==> config.mk <==
export PLATFORM = sky130hd
export DESIGN_NAME = spi_fmt_master
export DESIGN_NICKNAME = d
export VERILOG_FILES = /design/src/rtl/spi_fmt_pkg.sv /design/src/rtl/spi_fmt_store.sv /design/src/rtl/spi_fmt_tick.sv /design/src/rtl/spi_fmt_order.sv /design/src/rtl/spi_fmt_master.sv
export SDC_FILE = /design/constraint.sdc
export NUM_CORES = 1
export LEC_CHECK = 0
export BUFFER_PORTS_ARGS = -buffer_cell sky130_fd_sc_hd__buf_2
export CAP_MARGIN = 10
export CORE_ASPECT_RATIO = 0.75
export CORE_UTILIZATION = 30
export CTS_BUF_LIST = sky130_fd_sc_hd__clkbuf_8
export CTS_CLUSTER_DIAMETER = 60
export DETAILED_ROUTE_END_ITERATION = 12
export PLACE_DENSITY = 0.57
export SLEW_MARGIN = 5
export SYNTH_ARGS = -nofsm -noshare
export SYNTH_HDL_FRONTEND = slang
export SYNTH_HIERARCHICAL = 1
export SYNTH_SLANG_ARGS = --single-unit
==> constraint.sdc <==
create_clock -name clk -period 4.4 [get_ports clk]
set_input_delay 0.66 -clock clk [delete_from_list [all_inputs] [get_ports clk]]
set_output_delay 0.66 -clock clk [all_outputs]
set_load 0.02 [all_outputs]
==> src/rtl/spi_fmt_pkg.sv <==
package spi_fmt_pkg;
  localparam int FMT_CNT = 4;
  localparam int WORD_W  = 16;
  localparam int LEN_W   = 5;
  localparam int PRE_W   = 8;
  localparam int GAP_W   = 8;

  typedef struct packed {
    logic [LEN_W-1:0] len;
    logic             cpol;
    logic             cpha;
    logic             lsb_first;
    logic             par_en;
    logic             par_odd;
    logic [PRE_W-1:0] presc;
    logic [GAP_W-1:0] gap;
  } fmt_t;

  typedef enum logic [1:0] {ST_IDLE, ST_SHIFT, ST_TAIL, ST_GAP} eng_st_e;
endpackage

==> src/rtl/spi_fmt_store.sv <==
module spi_fmt_store import spi_fmt_pkg::*; #(
  parameter int NFMT   = FMT_CNT,
  parameter int DATA_W = WORD_W
) (
  input  logic                    clk,
  input  logic                    rst_n,
  input  logic                    wr_en,
  input  logic [$clog2(NFMT)-1:0] wr_idx,
  input  fmt_t                    wr_fmt,
  input  logic [$clog2(NFMT)-1:0] rd_idx,
  output fmt_t                    rd_fmt
);
  localparam fmt_t RST_FMT = '{len: LEN_W'(DATA_W), cpol: 1'b0, cpha: 1'b0,
                               lsb_first: 1'b0, par_en: 1'b0, par_odd: 1'b0,
                               presc: '0, gap: '0};

  fmt_t wr_clamped;
  fmt_t slot_q [NFMT];

  always_comb begin
    wr_clamped = wr_fmt;
    if (int'(wr_fmt.len) < 2)           wr_clamped.len = LEN_W'(2);
    else if (int'(wr_fmt.len) > DATA_W) wr_clamped.len = LEN_W'(DATA_W);
  end

  for (genvar g = 0; g < NFMT; g++) begin : g_slot
    always_ff @(posedge clk or negedge rst_n) begin
      if (!rst_n)                                  slot_q[g] <= RST_FMT;
      else if (wr_en && (int'(wr_idx) == g))       slot_q[g] <= wr_clamped;
    end
  end

  assign rd_fmt = slot_q[rd_idx];
endmodule

==> src/rtl/spi_fmt_tick.sv <==
module spi_fmt_tick #(
  parameter int PRE_W = 8
) (
  input  logic             clk,
  input  logic             rst_n,
  input  logic             run,
  input  logic [PRE_W-1:0] presc,
  output logic             tick
);
  logic [PRE_W-1:0] cnt_q, cnt_d;

  assign tick = run && (cnt_q == presc);

  always_comb begin
    cnt_d = cnt_q;
    if (!run)      cnt_d = '0;
    else if (tick) cnt_d = '0;
    else           cnt_d = cnt_q + PRE_W'(1);
  end

  always_ff @(posedge clk or negedge rst_n) begin
    if (!rst_n) cnt_q <= '0;
    else        cnt_q <= cnt_d;
  end
endmodule

==> src/rtl/spi_fmt_order.sv <==
module spi_fmt_order #(
  parameter int LEN_W = 5,
  parameter int J_W   = 5,
  parameter int IDX_W = 4
) (
  input  logic [LEN_W-1:0] len,
  input  logic             lsb_first,
  input  logic [J_W-1:0]   j,
  output logic [IDX_W-1:0] idx,
  output logic             is_par
);
  logic [LEN_W-1:0] rev;

  assign is_par = int'(j) >= int'(len);
  assign rev    = len - LEN_W'(1) - LEN_W'(j);
  assign idx    = lsb_first ? IDX_W'(j) : IDX_W'(rev);
endmodule

==> src/rtl/spi_fmt_master.sv <==
module spi_fmt_master import spi_fmt_pkg::*; #(
  parameter int NFMT   = FMT_CNT,
  parameter int DATA_W = WORD_W
) (
  input  logic                    clk,
  input  logic                    rst_n,
  input  logic                    cfg_we,
  input  logic [$clog2(NFMT)-1:0] cfg_idx,
  input  logic [LEN_W-1:0]        cfg_len,
  input  logic                    cfg_cpol,
  input  logic                    cfg_cpha,
  input  logic                    cfg_lsb_first,
  input  logic                    cfg_par_en,
  input  logic                    cfg_par_odd,
  input  logic [PRE_W-1:0]        cfg_presc,
  input  logic [GAP_W-1:0]        cfg_gap,
  input  logic                    tx_valid,
  output logic                    tx_ready,
  input  logic [$clog2(NFMT)-1:0] tx_fmt,
  input  logic [DATA_W-1:0]       tx_data,
  output logic                    rx_valid,
  output logic [DATA_W-1:0]       rx_data,
  output logic                    par_err,
  input  logic                    par_err_clr,
  input  logic                    irq_en,
  output logic                    irq,
  output logic                    sclk,
  output logic                    mosi,
  input  logic                    miso,
  output logic                    cs_n
);
  localparam int IDX_W  = $clog2(DATA_W);
  localparam int EDGE_W = $clog2(2 * (DATA_W + 1) + 1);
  localparam int J_W    = EDGE_W - 1;
  localparam int GCNT_W = GAP_W + 1;

  fmt_t                cfg_in, sel_fmt, fq_q, fq_d;
  eng_st_e             st_q, st_d;
  logic [EDGE_W-1:0]   edge_q, edge_d;
  logic [GCNT_W-1:0]   gcnt_q, gcnt_d;
  logic [DATA_W-1:0]   txw_q, txw_d, rxw_q, rxw_d, rxd_q, rxd_d, tx_mask;
  logic                rxp_q, rxp_d, mosi_q, mosi_d, sclk_q, sclk_d;
  logic                csn_q, csn_d, rxv_q, rxv_d, perr_q, perr_d, irq_q, irq_d;
  logic                tick, samp_edge, last_edge, drv_valid, drv_bit, first_bit;
  logic                tx_par, perr_now, rx_is_par, tx_is_par;
  logic [EDGE_W-1:0]   nbits, drv_full;
  logic [IDX_W-1:0]    rx_idx, tx_idx;
  logic [LEN_W-1:0]    sel_top;
  logic [GCNT_W-1:0]   gap_last;

  assign cfg_in = '{len: cfg_len, cpol: cfg_cpol, cpha: cfg_cpha,
                    lsb_first: cfg_lsb_first, par_en: cfg_par_en,
                    par_odd: cfg_par_odd, presc: cfg_presc, gap: cfg_gap};

  spi_fmt_store #(.NFMT(NFMT), .DATA_W(DATA_W)) u_store (
    .clk(clk), .rst_n(rst_n), .wr_en(cfg_we), .wr_idx(cfg_idx),
    .wr_fmt(cfg_in), .rd_idx(tx_fmt), .rd_fmt(sel_fmt)
  );

  spi_fmt_tick #(.PRE_W(PRE_W)) u_tick (
    .clk(clk), .rst_n(rst_n), .run(st_q != ST_IDLE),
    .presc(fq_q.presc), .tick(tick)
  );

  // frame geometry
  assign nbits     = EDGE_W'(fq_q.len) + EDGE_W'(fq_q.par_en);
  assign last_edge = (edge_q == EDGE_W'((nbits << 1) - EDGE_W'(1)));
  assign samp_edge = fq_q.cpha ? edge_q[0] : ~edge_q[0];
  assign drv_full  = (edge_q + EDGE_W'(1)) >> 1;
  assign drv_valid = drv_full < nbits;

  spi_fmt_order #(.LEN_W(LEN_W), .J_W(J_W), .IDX_W(IDX_W)) u_rx_ord (
    .len(fq_q.len), .lsb_first(fq_q.lsb_first), .j(edge_q[EDGE_W-1:1]),
    .idx(rx_idx), .is_par(rx_is_par)
  );

  spi_fmt_order #(.LEN_W(LEN_W), .J_W(J_W), .IDX_W(IDX_W)) u_tx_ord (
    .len(fq_q.len), .lsb_first(fq_q.lsb_first), .j(J_W'(drv_full)),
    .idx(tx_idx), .is_par(tx_is_par)
  );

  assign tx_par   = (^txw_q) ^ fq_q.par_odd;
  assign drv_bit  = tx_is_par ? tx_par : txw_q[tx_idx];
  assign perr_now = fq_q.par_en && (rxp_q != ((^rxw_q) ^ fq_q.par_odd));
  assign gap_last = {fq_q.gap, 1'b0} - GCNT_W'(1);

  // acceptance-time view of the selected profile
  always_comb begin
    for (int i = 0; i < DATA_W; i++) tx_mask[i] = (i < int'(sel_fmt.len));
  end
  assign sel_top   = sel_fmt.len - LEN_W'(1);
  assign first_bit = sel_fmt.lsb_first ? tx_data[0] : tx_data[IDX_W'(sel_top)];

  always_comb begin
    st_d   = st_q;
    edge_d = edge_q;
    gcnt_d = gcnt_q;
    fq_d   = fq_q;
    txw_d  = txw_q;
    rxw_d  = rxw_q;
    rxp_d  = rxp_q;
    mosi_d = mosi_q;
    sclk_d = sclk_q;
    csn_d  = csn_q;
    rxv_d  = 1'b0;
    rxd_d  = rxd_q;
    perr_d = perr_q & ~par_err_clr;
    irq_d  = 1'b0;
    unique case (st_q)
      ST_IDLE: begin
        if (tx_valid) begin
          st_d   = ST_SHIFT;
          edge_d = '0;
          fq_d   = sel_fmt;
          txw_d  = tx_data & tx_mask;
          rxw_d  = '0;
          rxp_d  = 1'b0;
          csn_d  = 1'b0;
          sclk_d = sel_fmt.cpol;
          if (!sel_fmt.cpha) mosi_d = first_bit;
        end
      end
      ST_SHIFT: begin
        if (tick) begin
          sclk_d = ~sclk_q;
          if (samp_edge) begin
            if (rx_is_par) rxp_d = miso;
            else           rxw_d[rx_idx] = miso;
          end else if (drv_valid) begin
            mosi_d = drv_bit;
          end
          if (last_edge) st_d = ST_TAIL;
          else           edge_d = edge_q + EDGE_W'(1);
        end
      end
      ST_TAIL: begin
        if (tick) begin
          csn_d  = 1'b1;
          rxv_d  = 1'b1;
          rxd_d  = rxw_q;
          gcnt_d = '0;
          if (perr_now) begin
            perr_d = 1'b1;
            irq_d  = irq_en;
          end
          st_d = (fq_q.gap == '0) ? ST_IDLE : ST_GAP;
        end
      end
      ST_GAP: begin
        if (tick) begin
          if (gcnt_q == gap_last) st_d = ST_IDLE;
          else                    gcnt_d = gcnt_q + GCNT_W'(1);
        end
      end
      default: st_d = ST_IDLE;
    endcase
  end

  always_ff @(posedge clk or negedge rst_n) begin
    if (!rst_n) begin
      st_q   <= ST_IDLE;
      edge_q <= '0;
      gcnt_q <= '0;
      fq_q   <= '0;
      txw_q  <= '0;
      rxw_q  <= '0;
      rxp_q  <= 1'b0;
      mosi_q <= 1'b0;
      sclk_q <= 1'b0;
      csn_q  <= 1'b1;
      rxv_q  <= 1'b0;
      rxd_q  <= '0;
      perr_q <= 1'b0;
      irq_q  <= 1'b0;
    end else begin
      st_q   <= st_d;
      edge_q <= edge_d;
      gcnt_q <= gcnt_d;
      fq_q   <= fq_d;
      txw_q  <= txw_d;
      rxw_q  <= rxw_d;
      rxp_q  <= rxp_d;
      mosi_q <= mosi_d;
      sclk_q <= sclk_d;
      csn_q  <= csn_d;
      rxv_q  <= rxv_d;
      rxd_q  <= rxd_d;
      perr_q <= perr_d;
      irq_q  <= irq_d;
    end
  end

  assign tx_ready = (st_q == ST_IDLE);
  assign rx_valid = rxv_q;
  assign rx_data  = rxd_q;
  assign par_err  = perr_q;
  assign irq      = irq_q;
  assign sclk     = sclk_q;
  assign mosi     = mosi_q;
  assign cs_n     = csn_q;
endmodule

Word level (Yosys, flattened, before mapping)

Index checks and enable logic that the tools add are counted.

Reductions and logical operators: 26
Bitwise logic cells: 8
Eq/ne operators: 24
Magnitude comparators: 26
Div/mod/pow operators: 0
Multipliers: 0
Shifts and indexed selects: 0
Multiplexer cells: 64
Add/subtract/negate cells: 10

Operators by type and width:

| cell                                                                  | number |
|---|---|
| 16-bit two-way mux                                                    | 4 |
| 26-bit binary-select mux with 2-bit select                            | 1 |
| 26-bit two-way mux                                                    | 2 |
| 4-bit by 5-bit < comparator with 1-bit output (first input constant)  | 8 |
| 16-bit case mux with 2 select lines                                   | 1 |
| 16-bit parity                                                         | 2 |
| 2-bit != test (second input constant)                                 | 14 |
| 9-bit two-way mux                                                     | 3 |
| 1-bit two-way mux                                                     | 26 |
| 3-bit by 5-bit < comparator with 1-bit output (first input constant)  | 4 |
| 6-bit two-way mux                                                     | 3 |
| 9-bit case mux with 2 select lines                                    | 1 |
| 16-bit bitwise AND                                                    | 1 |
| 16-bit bitwise mux                                                    | 1 |
| 8-bit two-way mux                                                     | 2 |
| 4-bit by 5-bit < comparator with 1-bit output (second input constant) | 3 |
| 2-bit two-way mux                                                     | 7 |
| 6-bit case mux with 2 select lines                                    | 1 |
| 6-bit AND reduction                                                   | 2 |
| 5-bit >= comparator                                                   | 2 |
| 1-bit by 5-bit < comparator with 1-bit output (first input constant)  | 2 |
| 2-bit by 5-bit < comparator with 1-bit output (first input constant)  | 2 |
| 5-bit two-way mux                                                     | 2 |
| 5-bit AND reduction                                                   | 2 |
| other kinds (35)                                                      | 62 |

Output and inout bits: 23
Bits in registers: 209
Bits in latches: 0
RAM bits: 0
Logic and storage cells: 211
ROM bits: 0
Input port bits: 53
Memories: 0

Depth between registers and ports, before layout

Word-level depth: 12
Depth in mapped cells: 12
Mapped depth without buffers: 12

Cells and area by module

The synthesis kept the hierarchy.

By module, submodules not included:

| module         | area an instance (um^2) | times used | cells each | seq. area each (um^2) |
|---|---|---|---|---|
| spi_fmt_master | 5622.9                  | 1          | 559        | 2428.6 |
| spi_fmt_store  | 4643.2                  | 1          | 328        | 2607.5 |
| spi_fmt_order  | 271.5                   | 2          | 35         | 0.0 |
| spi_fmt_tick   | 521.8                   | 1          | 47         | 200.2 |

Worst setup path after synthesis

Ideal clock, no wire load.

Path kind: input -> register
Start: in tx_fmt[0]
End: reg mosi_q (netlist: mosi)
Arrival time: 3136 ps
Path slack: 1139 ps
Stages: 12
Data required time: 4275 ps
Path buffers: 2
Setup time: 125 ps
Cells stage by stage: buf_6 -> mux4_1 -> clkbuf_1 -> inv_1 -> ha_1 -> mux4_2 -> nor2b_1 -> a211oi_1 -> a211oi_1 -> a211oi_1 -> a21oi_1 -> mux2_2

RTL lines:

| item                 | RTL line              | RTL |
|---|---|---|
| start, declared      | spi_fmt_master.sv:19  | `input logic [$clog2(NFMT)-1:0] tx_fmt,` |
| end signal, assigned | spi_fmt_master.sv:183 | `mosi_q <= mosi_d;` |
| end, declared        | spi_fmt_master.sv:42  | `logic rxp_q, rxp_d, mosi_q, mosi_d, sclk_q, sclk_d;` |

Worst setup path after layout

Start: reg edge_q[1]
End: reg mosi_q (netlist: mosi)

Word-level cells in the longest chain between the ends: 10
Elaborated cells between the ends (all ways): 14
Classes of those cells: 2 x add/sub; 2 x order compare; 1 x eq/ne; 8 x mux; 1 x reduce/logical

Ends and longest elaborated chain:

| item                                          | RTL line              | RTL |
|---|---|---|
| start, declared                               | spi_fmt_master.sv:39  | `logic [EDGE_W-1:0] edge_q, edge_d;` |
| start signal, assigned                        | spi_fmt_master.sv:177 | `edge_q <= edge_d;` |
| 6-bit by 1-bit adder with 6-bit output (*)    | spi_fmt_master.sv:69  | `assign drv_full = (edge_q + EDGE_W'(1)) >> 1;` |
| via drv_full[1]                               | spi_fmt_master.sv:46  | `logic [EDGE_W-1:0] nbits, drv_full;` |
| 4-bit subtractor                              | spi_fmt_order.sv:15   | `assign rev = len - LEN_W'(1) - LEN_W'(j);` |
| 4-bit two-way mux (*)                         | spi_fmt_order.sv:16   | `assign idx = lsb_first ? IDX_W'(j) : IDX_W'(rev);` |
| via tx_idx[1]                                 | spi_fmt_master.sv:47  | `logic [IDX_W-1:0] rx_idx, tx_idx;` |
| 1-bit binary-select mux with 4-bit select (*) | spi_fmt_master.sv:83  | `assign drv_bit = tx_is_par ? tx_par : txw_q[tx_idx];` |
| 1-bit two-way mux (not written as such) (*)   | spi_fmt_master.sv:83  |  |
| 1-bit two-way mux (*)                         | spi_fmt_master.sv:83  |  |
| 1-bit two-way mux (*)                         | spi_fmt_master.sv:129 | `end else if (drv_valid) begin` |
| 1-bit two-way mux (*)                         | spi_fmt_master.sv:126 | `if (samp_edge) begin` |
| 1-bit two-way mux (*)                         | spi_fmt_master.sv:124 | `if (tick) begin` |
| 1-bit case mux with 2 select lines (*)        | spi_fmt_master.sv:109 | `unique case (st_q)` |

The timed path passes the listed nets; every way through them passes the cells marked *. The select of a mux whose other input is x is not followed.
A chain may end at the register's enable or synchronous reset.

==> impl_metrics.yaml <==
status:
  outcome: "complete, no violations"
clock_network:
  cts-root-buf: "clkbuf_8"
  cts_hold_buf: 0
  cts_inserted_buffers: 37
  insertion_delay_ns: 0.56
  cts_post_setup_buffers_inserted: 0
  cts.reportedPaths.clkPinSlew_ns: 0.07
  cts.path.max_buffers: 3
  cts_tree: "done"
  cts_num_sinks: 209
  htree_levels: 2
  cts_repair_resize_count: 0
setup_path:
  critical_path.cell_chain: "ha_1 > xor2_1 > inv_1 > fa_1 > mux2_2 > mux4_2 > mux4_2 > mux2i_1 > a21oi_1 > mux2_2"
  worst_r2r_startpoint: "edge_q[1]$_DFFE_PN0P_"
  worst_r2r_path_depth: 10
  critical-path-slowest-cell: "dfrtp_1"
  worstSetupEndpointType: "register"
  crit_path_start_kind: "register"
  critical_path.max_fanout: 7
  critical_path.max_stage_delay_ns: 0.48
  reg2reg_setup_slack_ns: 0.89
  worst_ep_required_time_ns: 4.84
  regToRegEndpoint: "mosi$_DFFE_PN0P_"
  worstSetupPathType: "register to register"
  crit_arrival_ns: 3.95
global_route:
  grt_first_pass_wirelength_um: 42800
  number_of_antenna_violations_at_the_first_check_in_global_routing: 1
  maximum_number_of_pins_on_one_net_before_global_route_repair: 109
  grt-ovfl-total: 0
  vias_in_the_first_global_route: 7821
  grt_usage_pct: 14.0
sta:
  setup_viol_count_final: 0
  final_critical_path_setup_slack_ns: 0.895
  period_share_pct: 79.7
  final_hold_violation_count: 0
  tns_ns: 0
  fmax_mhz: 285
  clk_skew_ns: 0.0219
  slew_at_the_pin_closest_to_its_max_slew_limit_ns: 0.955
  rsz0062_at_grt: "no"
  maxSlewHeadroom_pct: 36.1
  drv_slew: 0
  post-route-min-period_ns: 3.51
placement:
  post-dp-hpwl_um: 17600
  place_congestion: 0.835
  buffer_ports.inserted: 75
  preCtsSetupSlack_ns: 0.935
power_and_ir_drop:
  power_per_cell_area_nw_per_um2: 501
  power.ir.vdd_worst_v: 0.000270
  power.static_leakage_nw: 5.82
synthesis:
  postSynth.topFlopCell: "dfrtp_1"
  synthSimpleGateAreaFrac_pct: 10.5
  synth_nets: 1085
  synth_top_family_by_area: "multiplexers"
  synth_cells: 1004
  async_flop_share_pct: 100
  summed_instance_area_of_the_synthesized_netlist_um2: 11300
  post-synth-top-area-cell: "dfrtp_1"
  yosys-mux-area-fraction_pct: 18.5
  synthDistinctLibCells: 73
  number_of_enable_flip_flop_cells_after_synthesis: 0
  synth.ff_latch_count: 209
  yosys.area_share.xor_xnor_pct: 5.65
  syn_area_per_cell_um2: 11.3
  synthesis.yosys.warnings: 6
  synth_top_area_cells: "dfrtp_1 (45%), mux2_2 (11%), nand2_1 (4.5%)"
  adder_cell_fraction_of_synth_area_pct: 3.31
  synth_compound_area_share_pct: 11.5
  synth.yosys.seq_area_share_pct: 46.2
  synth_top_cell_area_share_pct: 45.1
floorplanning:
  io-pin-count: 76
  floorplan_die_area_um2: 38600
  core_area_um2: 37200
  floorplan.die.width_um: 226
  die-height_um: 170
  start_util_pct: 30.5
  rows: 61
finish:
  synthToLayoutAreaGrowth_pct: 13.4
  layout.filler_cells: 3778
  nets: 1153
  layout_commonest_cell: "dfrtp_1"
  layout_cell_share_with_drive_strength_beyond_1_pct: 27.3
  layout.cells.most_common_list: "dfrtp_1 (204), nand2_1 (135), mux2_2 (107)"
min_path:
  hp-class: "input port to async pin"
routing:
  dr_total_vias: 7829
  wire_per_inst_um: 16.2
  drtIter0Drc: 476
  drc: 0
  detail_route.wirelength_um: 25900
  detail_route.first_pass.iterations: 4
  drt-vias-per-instance: 4.88
  final_antenna_violating_net_count: 0
flow_run:
  max_cap_violations: 0
## power breakdown
part	internal [mW]	switching (mW)	total [mW]	leakage, nW
logic	0.973	1.09	2.06	2.74
clock network	0.979	0.850	1.83	0.421
registers	2.24	0.313	2.55	2.65
## state kept, by name, summed over array words and instances, names as in the netlist
| name | cells |
|---|---|
| cs_n | 1 |
| rxp_q | 1 |
| u_store/slot_q | 104 |
| rx_data | 16 |
| rxw_q | 16 |
| edge_q | 6 |
| par_err | 1 |
| irq | 1 |
| sclk | 1 |
| gcnt_q | 9 |
| fq_q | 25 |
| st_q | 2 |
| txw_q | 16 |
| rx_valid | 1 |
| u_tick/cnt_q | 8 |
| mosi | 1 |
## critical path, delay by kind of cell, from the launching register on
kind	cells	cell delay, ns
AOI/OAI and AO/OA	1	0.10
buffers and inverters	1	0.14
xor gates and xnor gates	1	0.33
muxes	5	1.60
adders and majority gates	2	0.74
DFF	1	0.48
## cells in the mapped netlist (3+ instances only)
cell type	count
nand2_2	4
nor4b_1	3
ha_1	26
dfrtp_1	204
buf_1	3
and3_1	8
a41o_2	3
o22ai_1	5
inv_1	37
and2_1	3
a31oi_1	16
clkbuf_1	27
a211oi_1	10
nor3_1	5
buf_2	13
o31ai_1	4
nand4_1	7
dfstp_2	5
nand3_1	19
xnor2_1	42
a21o_1	10
nor3b_1	4
mux4_2	18
o21ai_0	89
nand2b_1	7
nand3b_1	3
o21ai_2	5
mux4_1	17
or3_1	3
o211ai_1	8
xor2_1	23
nor2_1	24
nand2_1	136
buf_6	12
nor2b_1	11
a221oi_1	4
mux2_2	107
a21oi_1	32
clkbuf_8	3
## logic make-up after synthesis
kind of cell / count (synthesis)
buffers and inverters: 95
AO/OA/AOI/OAI: 208
XOR/XNOR: 69
multiplexers: 145
flip-flops: 209
adder cells (fa/ha/maj): 29
AND/OR/NAND/NOR: 249
## worst max path at each step
stage	startpoint	end	slack [ns]	cells after the start
2_1_floorplan	tx_fmt[0]	mosi$_DFFE_PN0P_	1.14	12
3_3_place_gp	tx_fmt[0]	mosi$_DFFE_PN0P_	0.96	11
3_5_place_dp	edge_q[1]$_DFFE_PN0P_	mosi$_DFFE_PN0P_	0.94	10
4_1_cts	edge_q[1]$_DFFE_PN0P_	mosi$_DFFE_PN0P_	0.91	10
5_1_grt	edge_q[1]$_DFFE_PN0P_	mosi$_DFFE_PN0P_	0.74	10
6_report	edge_q[1]$_DFFE_PN0P_	mosi$_DFFE_PN0P_	0.89	10
## area by class of cell
| type | count | area (um2) | share of cell area (%) |
|---|---|---|---|
| multi-input combinational | 700 | 5610 | 43.7 |
| sequential | 209 | 5240 | 40.7 |
| tap | 504 | 631 | 4.91 |
| clock buffer | 44 | 606 | 4.71 |
| timing repair buffer | 87 | 487 | 3.79 |
| inverter | 37 | 139 | 1.08 |
| clock inverter | 20 | 136 | 1.06 |
| antenna | 2 | 5.00 | 0.0389 |
## per-layer routing
metal / share of wire [%] / global-route usage, % / up-vias
met4: 1.6 / 3.82 / 0
met3: 4.9 / 3.28 / 36
li1: - / - / 3770
met2: 42 / 20.6 / 168
met5: 0 / 0 / -
met1: 51 / 20.4 / 3855
## per-stage QoR
step / util (%) / hold WS [ns] / instances / power (mW) / area [um2]
final: 34.6 / 0.0725 / 1603 / 6.44 / 12900
after global routing: 34.6 / 0.0807 / 1601 / 6.89 / 12800
after detailed placement: 32.6 / 0.455 / 1537 / 4.64 / 12100
after CTS: 34.6 / 0.0600 / 1601 / 6.53 / 12800
after global placement: 32.6 / 0.454 / 1537 / 4.58 / 12100
after floorplan: - / 0.364 / 1004 / 4.13 / 11300
(Power assumes the default switching activity.)
